--- src/rtl/ipi_mailbox.sv ---
module ipi_mailbox #(
  parameter int NCORE = 4,
  parameter int ID_W  = 10
) (
  input  logic             clk,
  input  logic             rst_n,
  input  logic             rp_valid,
  input  logic             rp_write,
  input  logic [ID_W-1:0]  rp_id,
  input  logic [7:0]       rp_addr,
  input  logic [31:0]      rp_wdata,
  output logic [31:0]      rp_rdata,
  output logic             rp_err,
  input  logic             sp_valid,
  input  logic             sp_general,
  input  logic [63:0]      sp_cmd,
  output logic             sp_ready,
  output logic             sp_err,
  output logic [NCORE-1:0] irq
);
  localparam int CW = (NCORE > 1) ? $clog2(NCORE) : 1;
  localparam int NBUF = 8;
  localparam logic [ID_W-1:0] NC = ID_W'(NCORE);
  localparam logic [5:0] A_STAT = 6'h00, A_EN = 6'h01, A_SET = 6'h02, A_CLR = 6'h03, A_SEND = 6'h10;

  typedef enum logic [1:0] {S_IDLE, S_RD, S_WR} fsm_t;
  fsm_t state;

  logic [31:0] st [NCORE];
  logic [31:0] en [NCORE];
  logic [31:0] mb [NCORE][NBUF];

  logic [CW-1:0] f_core;
  logic [7:0]    f_addr;
  logic [31:0]   f_data, f_old, wr_word;
  logic [3:0]    f_mask;

  function automatic logic [31:0] rd_reg(input logic [CW-1:0] c, input logic [7:0] a);
    rd_reg = '0;
    if (a[7:2] == A_STAT)      rd_reg = st[c];
    else if (a[7:2] == A_EN)   rd_reg = en[c];
    else if (a[7:5] == 3'b001) rd_reg = mb[c][a[4:2]];
  endfunction

  wire              rp_ok   = rp_id < NC;
  wire [CW-1:0]     rp_core = rp_id[CW-1:0];
  wire              rp_wr   = rp_valid && rp_write && rp_ok;
  wire              ipi_go  = rp_valid && rp_write && rp_addr[7:2] == A_SEND;
  wire [ID_W-1:0]   ipi_tgt = rp_wdata[16 +: ID_W];
  wire              ipi_bad = ipi_tgt >= NC;
  wire [ID_W-1:0]   sp_tgt  = sp_cmd[16 +: ID_W];
  wire              sp_bad  = sp_tgt >= NC;
  wire              sp_acc  = sp_valid && sp_ready;
  wire              fw_we   = state == S_WR;

  assign sp_ready = state == S_IDLE;
  assign sp_err   = sp_acc && sp_bad;
  assign rp_err   = ipi_go && ipi_bad;
  assign rp_rdata = (rp_valid && !rp_write && rp_ok) ? rd_reg(rp_core, rp_addr) : '0;

  for (genvar i = 0; i < 4; i++) begin : g_merge
    assign wr_word[8*i +: 8] = f_mask[i] ? f_old[8*i +: 8] : f_data[8*i +: 8];
  end

  always_ff @(posedge clk or negedge rst_n) begin
    if (!rst_n) begin
      state  <= S_IDLE;
      f_core <= '0;
      f_addr <= '0;
      f_data <= '0;
      f_mask <= '0;
      f_old  <= '0;
    end else begin
      case (state)
        S_IDLE: if (sp_acc && !sp_bad) begin
          f_core <= sp_tgt[CW-1:0];
          f_addr <= sp_general ? sp_cmd[7:0] : {3'b001, sp_cmd[4:2], 2'b00};
          f_data <= sp_cmd[63:32];
          f_mask <= sp_cmd[30:27];
          f_old  <= '0;
          state  <= (sp_cmd[30:27] != 4'd0) ? S_RD : S_WR;
        end
        S_RD: begin
          f_old <= rd_reg(f_core, f_addr);
          state <= S_WR;
        end
        default: state <= S_IDLE;
      endcase
    end
  end

  logic [31:0] set_v [NCORE];
  logic [31:0] clr_v [NCORE];

  always_comb begin
    for (int c = 0; c < NCORE; c++) begin
      set_v[c] = '0;
      clr_v[c] = '0;
      if (rp_wr && rp_core == CW'(c) && rp_addr[7:2] == A_SET) set_v[c] |= rp_wdata;
      if (rp_wr && rp_core == CW'(c) && rp_addr[7:2] == A_CLR) clr_v[c] |= rp_wdata;
      if (fw_we && f_core == CW'(c) && f_addr[7:2] == A_SET)   set_v[c] |= wr_word;
      if (fw_we && f_core == CW'(c) && f_addr[7:2] == A_CLR)   clr_v[c] |= wr_word;
      if (ipi_go && !ipi_bad && ipi_tgt[CW-1:0] == CW'(c))     set_v[c] |= 32'd1 << rp_wdata[4:0];
    end
  end

  always_ff @(posedge clk or negedge rst_n) begin
    if (!rst_n) begin
      for (int c = 0; c < NCORE; c++) begin
        st[c] <= '0;
        en[c] <= '0;
        for (int b = 0; b < NBUF; b++) mb[c][b] <= '0;
      end
    end else begin
      for (int c = 0; c < NCORE; c++) begin
        st[c] <= (st[c] & ~clr_v[c]) | set_v[c];
        if (fw_we && f_core == CW'(c) && f_addr[7:2] == A_EN)
          en[c] <= wr_word;
        else if (rp_wr && rp_core == CW'(c) && rp_addr[7:2] == A_EN)
          en[c] <= rp_wdata;
        for (int b = 0; b < NBUF; b++) begin
          if (fw_we && f_core == CW'(c) && f_addr[7:5] == 3'b001 && f_addr[4:2] == 3'(b))
            mb[c][b] <= wr_word;
          else if (rp_wr && rp_core == CW'(c) && rp_addr[7:5] == 3'b001 && rp_addr[4:2] == 3'(b))
            mb[c][b] <= rp_wdata;
        end
      end
    end
  end

  for (genvar c = 0; c < NCORE; c++) begin : g_core
    assign irq[c] = |(st[c] & en[c]);

    p_set_or_r3: assert property (@(posedge clk) disable iff (!rst_n)
      (rp_valid && rp_write && rp_id == ID_W'(c) && rp_addr[7:2] == A_SET)
      |=> ((st[c] & $past(rp_wdata)) == $past(rp_wdata)));

    p_vec_send_r5: assert property (@(posedge clk) disable iff (!rst_n)
      (rp_valid && rp_write && rp_addr[7:2] == A_SEND && rp_wdata[16 +: ID_W] == ID_W'(c))
      |=> st[c][$past(rp_wdata[4:0])]);
  end

  p_busy_after_accept_r10: assert property (@(posedge clk) disable iff (!rst_n)
    (sp_valid && sp_ready && !sp_err) |=> !sp_ready);

  p_busy_max_two_r10: assert property (@(posedge clk) disable iff (!rst_n)
    (!sp_ready && $past(!sp_ready)) |=> sp_ready);

  p_err_stays_idle_r6: assert property (@(posedge clk) disable iff (!rst_n)
    sp_err |=> sp_ready);

  p_err_only_on_accept_r6: assert property (@(posedge clk) disable iff (!rst_n)
    sp_err |-> (sp_valid && sp_ready));
endmodule

--- config.mk ---
export PLATFORM = sky130hd
export DESIGN_NAME = ipi_mailbox
export DESIGN_NICKNAME = d
export VERILOG_FILES = /design/src/rtl/ipi_mailbox.sv
export SDC_FILE = /design/constraint.sdc
export NUM_CORES = 2
export LEC_CHECK = 0
export BUFFER_PORTS_ARGS = -buffer_cell sky130_fd_sc_hd__buf_2
export CAP_MARGIN = 20
export CORE_MARGIN = 1
export CORE_UTILIZATION = 60
export CTS_CLUSTER_SIZE = 24
export DETAILED_ROUTE_END_ITERATION = 7
export GPL_TIMING_DRIVEN = 0
export PLACE_DENSITY = 0.77
export SLEW_MARGIN = 20
export SYNTH_ARGS = -nofsm -noshare
export SYNTH_HDL_FRONTEND = slang
export SYNTH_SLANG_ARGS = --single-unit
--- constraint.sdc ---
create_clock -name clk -period 2.8 [get_ports clk]
set_input_delay 0.42 -clock clk [delete_from_list [all_inputs] [get_ports clk]]
set_output_delay 0.42 -clock clk [all_outputs]
set_load 0.01 [all_outputs]
==> metrics.md, run 1 <==
| Metric | Value |
|---|---|
| Outcome | `aborted with a tool error` |
| Failed at | `5_1_grt` |
| Run Error | `[ERROR GRT-0116] Global routing finished with congestion. Check the congestion regions in the DRC Viewer.` |
| Clk root buf | `clkbuf_16` |
| Top_reg_cell synth | `dfrtp_1` |
| Clock Sinks | `1358` |
| Starting Density | `0.606` |
| Netlist Area Pre-Place | `84600 um^2` |
| DP HPWL | `407 mm` |
| Synth Net Count | `9546` |
| Ys Warns | `0` |
| Sequential area share after synthesis | `0.402` |
| Count leader, synth | `nand2_1` |
| Ys async rst share | `1.00` |
| Number of global-route vias before repair | `106000` |
| Largest net degree at the start of global routing | `139` |
| Die width | `378 um` |
| CTS Buf Count | `153` |
| Xor/xnor cell area share of the yosys netlist | `0` |
| Simple-Gate Fraction of Synth Area | `0.127` |
| # rows | `137` |
| Gpl congestion | `1.41` |
| Total GRT Usage | `0.892` |
| Die Ht | `378 um` |
| Syn avg cell area | `8.98 um^2` |
| Yosys top cell by area | `dfrtp_1` |
| Clock buffer depth | `3` |
| Post-Synth Adder-Cell Area | `0` |
| Main area contributors after synthesis | `dfrtp_1 (40%), mux4_2 (14%), o21ai_0 (7.1%), a21oi_1 (6.7%), nand2_1 (6.2%)` |
| Yosys top cell area share | `0.402` |
| Synth Area in Compound Gates | `0.225` |
| Number of flops mapped to enable cells by yosys | `0` |
| Mux contribution to synthesized area | `0.190` |
| First-pass GRT wire length | `901 mm` |
| Cells after Synth | `9426` |
| Synthesized flop and latch total | `1358` |
| GRT overflow | `1984` |
| Cell variety after synth | `72` |
| Port bufs | `129` |
| Synth cell count leaders | `nand2_1 (1405), dfrtp_1 (1358), o21ai_0 (1198)` |
| H-tree levels | `4` |
| Largest family of logic cells by synthesized area | `compound AO/OA/AOI/OAI gates` |
| Ports | `159` |
-- cell families after synthesis --
| family | Yosys count |
|---|---|
| AO/OA/AOI/OAI | 3345 |
| AND/OR/NAND/NOR | 2685 |
| multiplexers | 962 |
| buffers and inverters | 1076 |
| flip-flops | 1358 |
-- stage by stage --
step / utilization / instances / TNS [ns] / setup slack, ns / instance area, um^2
global placement: 0.627 / 11400 / - / -29.52 / 87600
floorplan: - / 9426 / 0 / 0.195 / 84600
detailed placement: 0.635 / 11500 / -813.21 / -2.16 / 88700
CTS: 0.712 / 11900 / -27.57 / -0.580 / 99500
-- layer usage --
| metal | overflow | track usage |
|---|---|---|
| met1 | 184 | 0.885 |
| met3 | 204 | 0.819 |
| met4 | 571 | 0.869 |
| met5 | 30 | 0.699 |
| met2 | 995 | 0.985 |
-- what timing repair did --
item / CTS
gates resized for setup: 1120
hold buffers: 46
hold endpoints to repair: 149
gates cloned: 5
setup buffers: 104
setup endpoints to repair: 1318
pin swaps: 77
==> run 2, diff against run 1 <==
- CORE_UTILIZATION: 60 -> 40
- CTS_CLUSTER_SIZE: 24 -> not set
- PLACE_DENSITY: 0.77 -> not set
- PLACE_DENSITY_LB_ADDON: not set -> 0.15
==> run 2 against run 1 <==
Net effect:
- the flow now finishes, with violations (DRC, hold timing, setup timing)
- area after synthesis unchanged
- synthesized cell count unchanged
==> metrics.md, run 2 <==
| Metric | Value |
|---|---|
| WHS | `-0.450 ns` |
| Clock Skew | `0.0652 ns` |
| Hold crit path type | `in2async` |
| Clock Latency Late Sink | `0.91 ns` |
| Clk root buf | `clkbuf_16` |
| Vias per inst | `7.18` |
| Core region area | `210000 um^2` |
| Die ar. | `213000 um^2` |
| Cells after Synth | `9426 (unchanged)` |
| RSZ-0062 raised after global routing | `true` |
| Netlist Area Pre-Place | `84600 um^2 (unchanged)` |
| CP Class | `reg2out` |
| Post-route cell area | `106000 um^2` |
| Main area contributors after synthesis | `dfrtp_1 (40%), mux4_2 (14%), o21ai_0 (7.1%), a21oi_1 (6.7%), nand2_1 (6.2%)` |
| Top_reg_cell synth | `dfrtp_1` |
| Failing checks | `DRC, hold timing, setup timing` |
| Commonest non-fill, non-tap cell in the layout | `nand2_1` |
| Sequential area share after synthesis | `0.402 (unchanged)` |
| Cell variety after synth | `72 (unchanged)` |
| CP cell instances | `a22oi_2, nand4_1, or4_4, buf_6` |
| Die Ht | `462 um (+22%)` |
| Mux contribution to synthesized area | `0.190 (unchanged)` |
| Placed Instance Area | `90000 um^2 (+1.4%)` |
| Die width | `462 um (+22%)` |
| Synth Net Count | `9546 (unchanged)` |
| PD cells | `500 nW/um^2` |
| CP max-delay cell | `nand4_1` |
| DR DRC count | `1` |
| CP peak stage delay | `1.13 ns` |
| P&R area growth vs syn | `25.4%` |
| Top Registers | `mb x1024, en x128, st x128` |
| Sw frac | `0.308` |
| Final setup fails | `187` |
| DP HPWL | `467 mm (+15%)` |
| Combinational group share of total power | `0.143` |
| Peak Freq | `226 MHz` |
| Number of global-route vias before repair | `86000` |
| Number of flops mapped to enable cells by yosys | `0 (unchanged)` |
| Post-Synth Adder-Cell Area | `0 (unchanged)` |
| Count leader, synth | `nand2_1` |
| Number of flip-flops in the largest register | `1024` |
| CTS tree | `done` |
| Lkg Pwr | `40.7 nW` |
| Routed WL | `607 mm` |
| Design internal power | `36.7 mW` |
| First-pass GRT wire length | `787 mm` |
| Final Hold Fails | `114` |
| Worst Path Max Fanout | `2` |
| Peak supply drop | `0.000691 V` |
| Via count | `93700` |
| GRT overflow | `0` |
| Worst-Margin Slew | `1.33 ns` |
| H-tree levels | `4 (unchanged)` |
| Crit path DAT | `4.01 ns` |
| Most frequent cells in the layout | `nand2_1 (1391), dfrtp_1 (1312), o21ai_0 (1188)` |
| Outcome | `finished with violations` |
| Cts hold-fix bufs | `46 (unchanged)` |
| Biggest register | `mb` |
| Xor/xnor cell area share of the yosys netlist | `0 (unchanged)` |
| # rows | `168 (+23%)` |
| Clock buffer depth | `3 (unchanged)` |
| CP endpoint kind | `output port` |
| Ports | `159 (unchanged)` |
| Nets@finish | `10200` |
| Clock-pin slew on the worst setup and hold paths | `0.06 ns` |
| Ys async rst share | `1.00 (unchanged)` |
| Fill count | `19700` |
| Synth cell count leaders | `nand2_1 (1405), dfrtp_1 (1358), o21ai_0 (1198)` |
| Starting Density | `0.403 (-0.202)` |
| Router iterations before antenna repair | `8` |
| Yosys top cell by area | `dfrtp_1` |
| Largest family of logic cells by synthesized area | `compound AO/OA/AOI/OAI gates` |
| Startpoint Class | `register` |
| Syn avg cell area | `8.98 um^2 (unchanged)` |
| Share of cells above drive strength 1 | `0.243` |
| Psw | `16.3 mW` |
| Sequential Power Share | `0.375` |
| Final Max Tran Viols | `0` |
| WP data required | `2.38 ns` |
| Ys Warns | `0 (unchanged)` |
| Yosys top cell area share | `0.402 (unchanged)` |
| Port bufs | `129 (unchanged)` |
| Initial antenna violation count | `65` |
| Max-Cap Viols | `0` |
| Synth Area in Compound Gates | `0.225 (unchanged)` |
| Final WS setup | `-1.63 ns` |
| Max_slew headroom | `0.113` |
| Simple-Gate Fraction of Synth Area | `0.127 (unchanged)` |
| Gpl congestion | `1.14 (-19%)` |
| Clk network pwr share | `0.482` |
| Clock Sinks | `1358 (unchanged)` |
| Final Cycle Share | `1.58` |
| Iter 0 DRT Violations | `15600` |
| Post-DRT Antenna Nets | `0` |
| Drt wl/cell | `46.5 um` |
| Synthesized flop and latch total | `1358 (unchanged)` |
| CTS Buf Count | `169 (+10%)` |
| Period minus WS final | `4.43 ns` |
| Total GRT Usage | `0.558` |
| Largest net degree at the start of global routing | `127` |
run 2: power groups by stage:
stage / Clock, mW / Combinational (mW) / Sequential, mW
2_1_floorplan: 0 / 2.34 / 20.1
3_3_place_gp: 0 / 5.62 / 20.2
3_5_place_dp: 0 / 5.83 / 20.2
4_1_cts: 25.3 / 6.59 / 19.9
5_1_grt: 26.0 / 7.39 / 19.9
6_report: 25.6 / 7.57 / 19.9
run 2: through the flow:
step	utilization	instances	setup WS, ns	power, mW	TNS, ns
final	0.506	13000	-1.63	53.0	-30.51
after floorplan	-	9426	0.195	22.5	0
after CTS	0.493	12900	-0.695	51.7	-15.82
after detailed placement	0.429	12400	-2.52	26.0	-1143.81
after global placement	0.423	12400	-31.72	25.8	-
after global routing	0.505	13000	-1.39	53.2	-21.53
run 2: logic make-up after synthesis:
kind of cell | count (synthesis)
compound gates | 3345
buf+inv | 1076
flops | 1358
mux | 962
simple gates | 2685
run 2: layout make-up:
type | count | area, um^2 | share of cell area
Buffer | 1061 | 7420 | 0.0699
Antenna cell | 52 | 130 | 0.00123
Clock buffer | 241 | 5000 | 0.0471
Tap cell | 2805 | 3510 | 0.0331
Inverter | 5 | 18.8 | 0.000177
Clock inverter | 69 | 1310 | 0.0124
Sequential cell | 1358 | 34000 | 0.321
Timing Repair Buffer | 466 | 5010 | 0.0472
Multi-Input combinational cell | 6992 | 49700 | 0.468
run 2: worst paths after layout:
kind	from	end	slack, ns	cells past startpoint
worst max-delay path	en[1]	irq[3]	-1.63	4
worst min-delay path	rst_n	en[124]	-0.45	1
worst max register to register	f_core[0]	f_old[24]	-0.17	10
worst min register to register	mb[454]	mb[454]	0.50	2
max in group asynchronous	rst_n	mb[1003]	0.36	5
min in group clk	sp_valid	f_mask[3]	0.08	5
run 2: worst max-delay path, delay by kind of cell, from the launching register on:
kind / cells / cell delay, ns
flip-flops: 1 / 0.46
AO/OA/AOI/OAI: 1 / 0.53
buffers and inverters: 1 / 0.17
AND/OR/NAND/NOR: 2 / 1.98
run 2: layer usage:
metal | part of all wire | global-route usage | vias up
li1 | - | - | 35600
met1 | 0.34 | 0.633 | 46600
met2 | 0.39 | 0.744 | 8800
met3 | 0.16 | 0.299 | 2685
met4 | 0.11 | 0.509 | 54
met5 | 0.0027 | 0.0317 | -
run 2: timing repair:
| action | in CTS | in global routing |
|---|---|---|
| cloned | 6 | 9 |
| pin swaps | 126 | 152 |
| setup endpoints to repair | 1344 | 866 |
| endpoints found under the hold margin | 160 | 114 |
| resized for setup | 1369 | 511 |
| buffers inserted | 125 | 107 |
(Power assumes the default switching activity.)
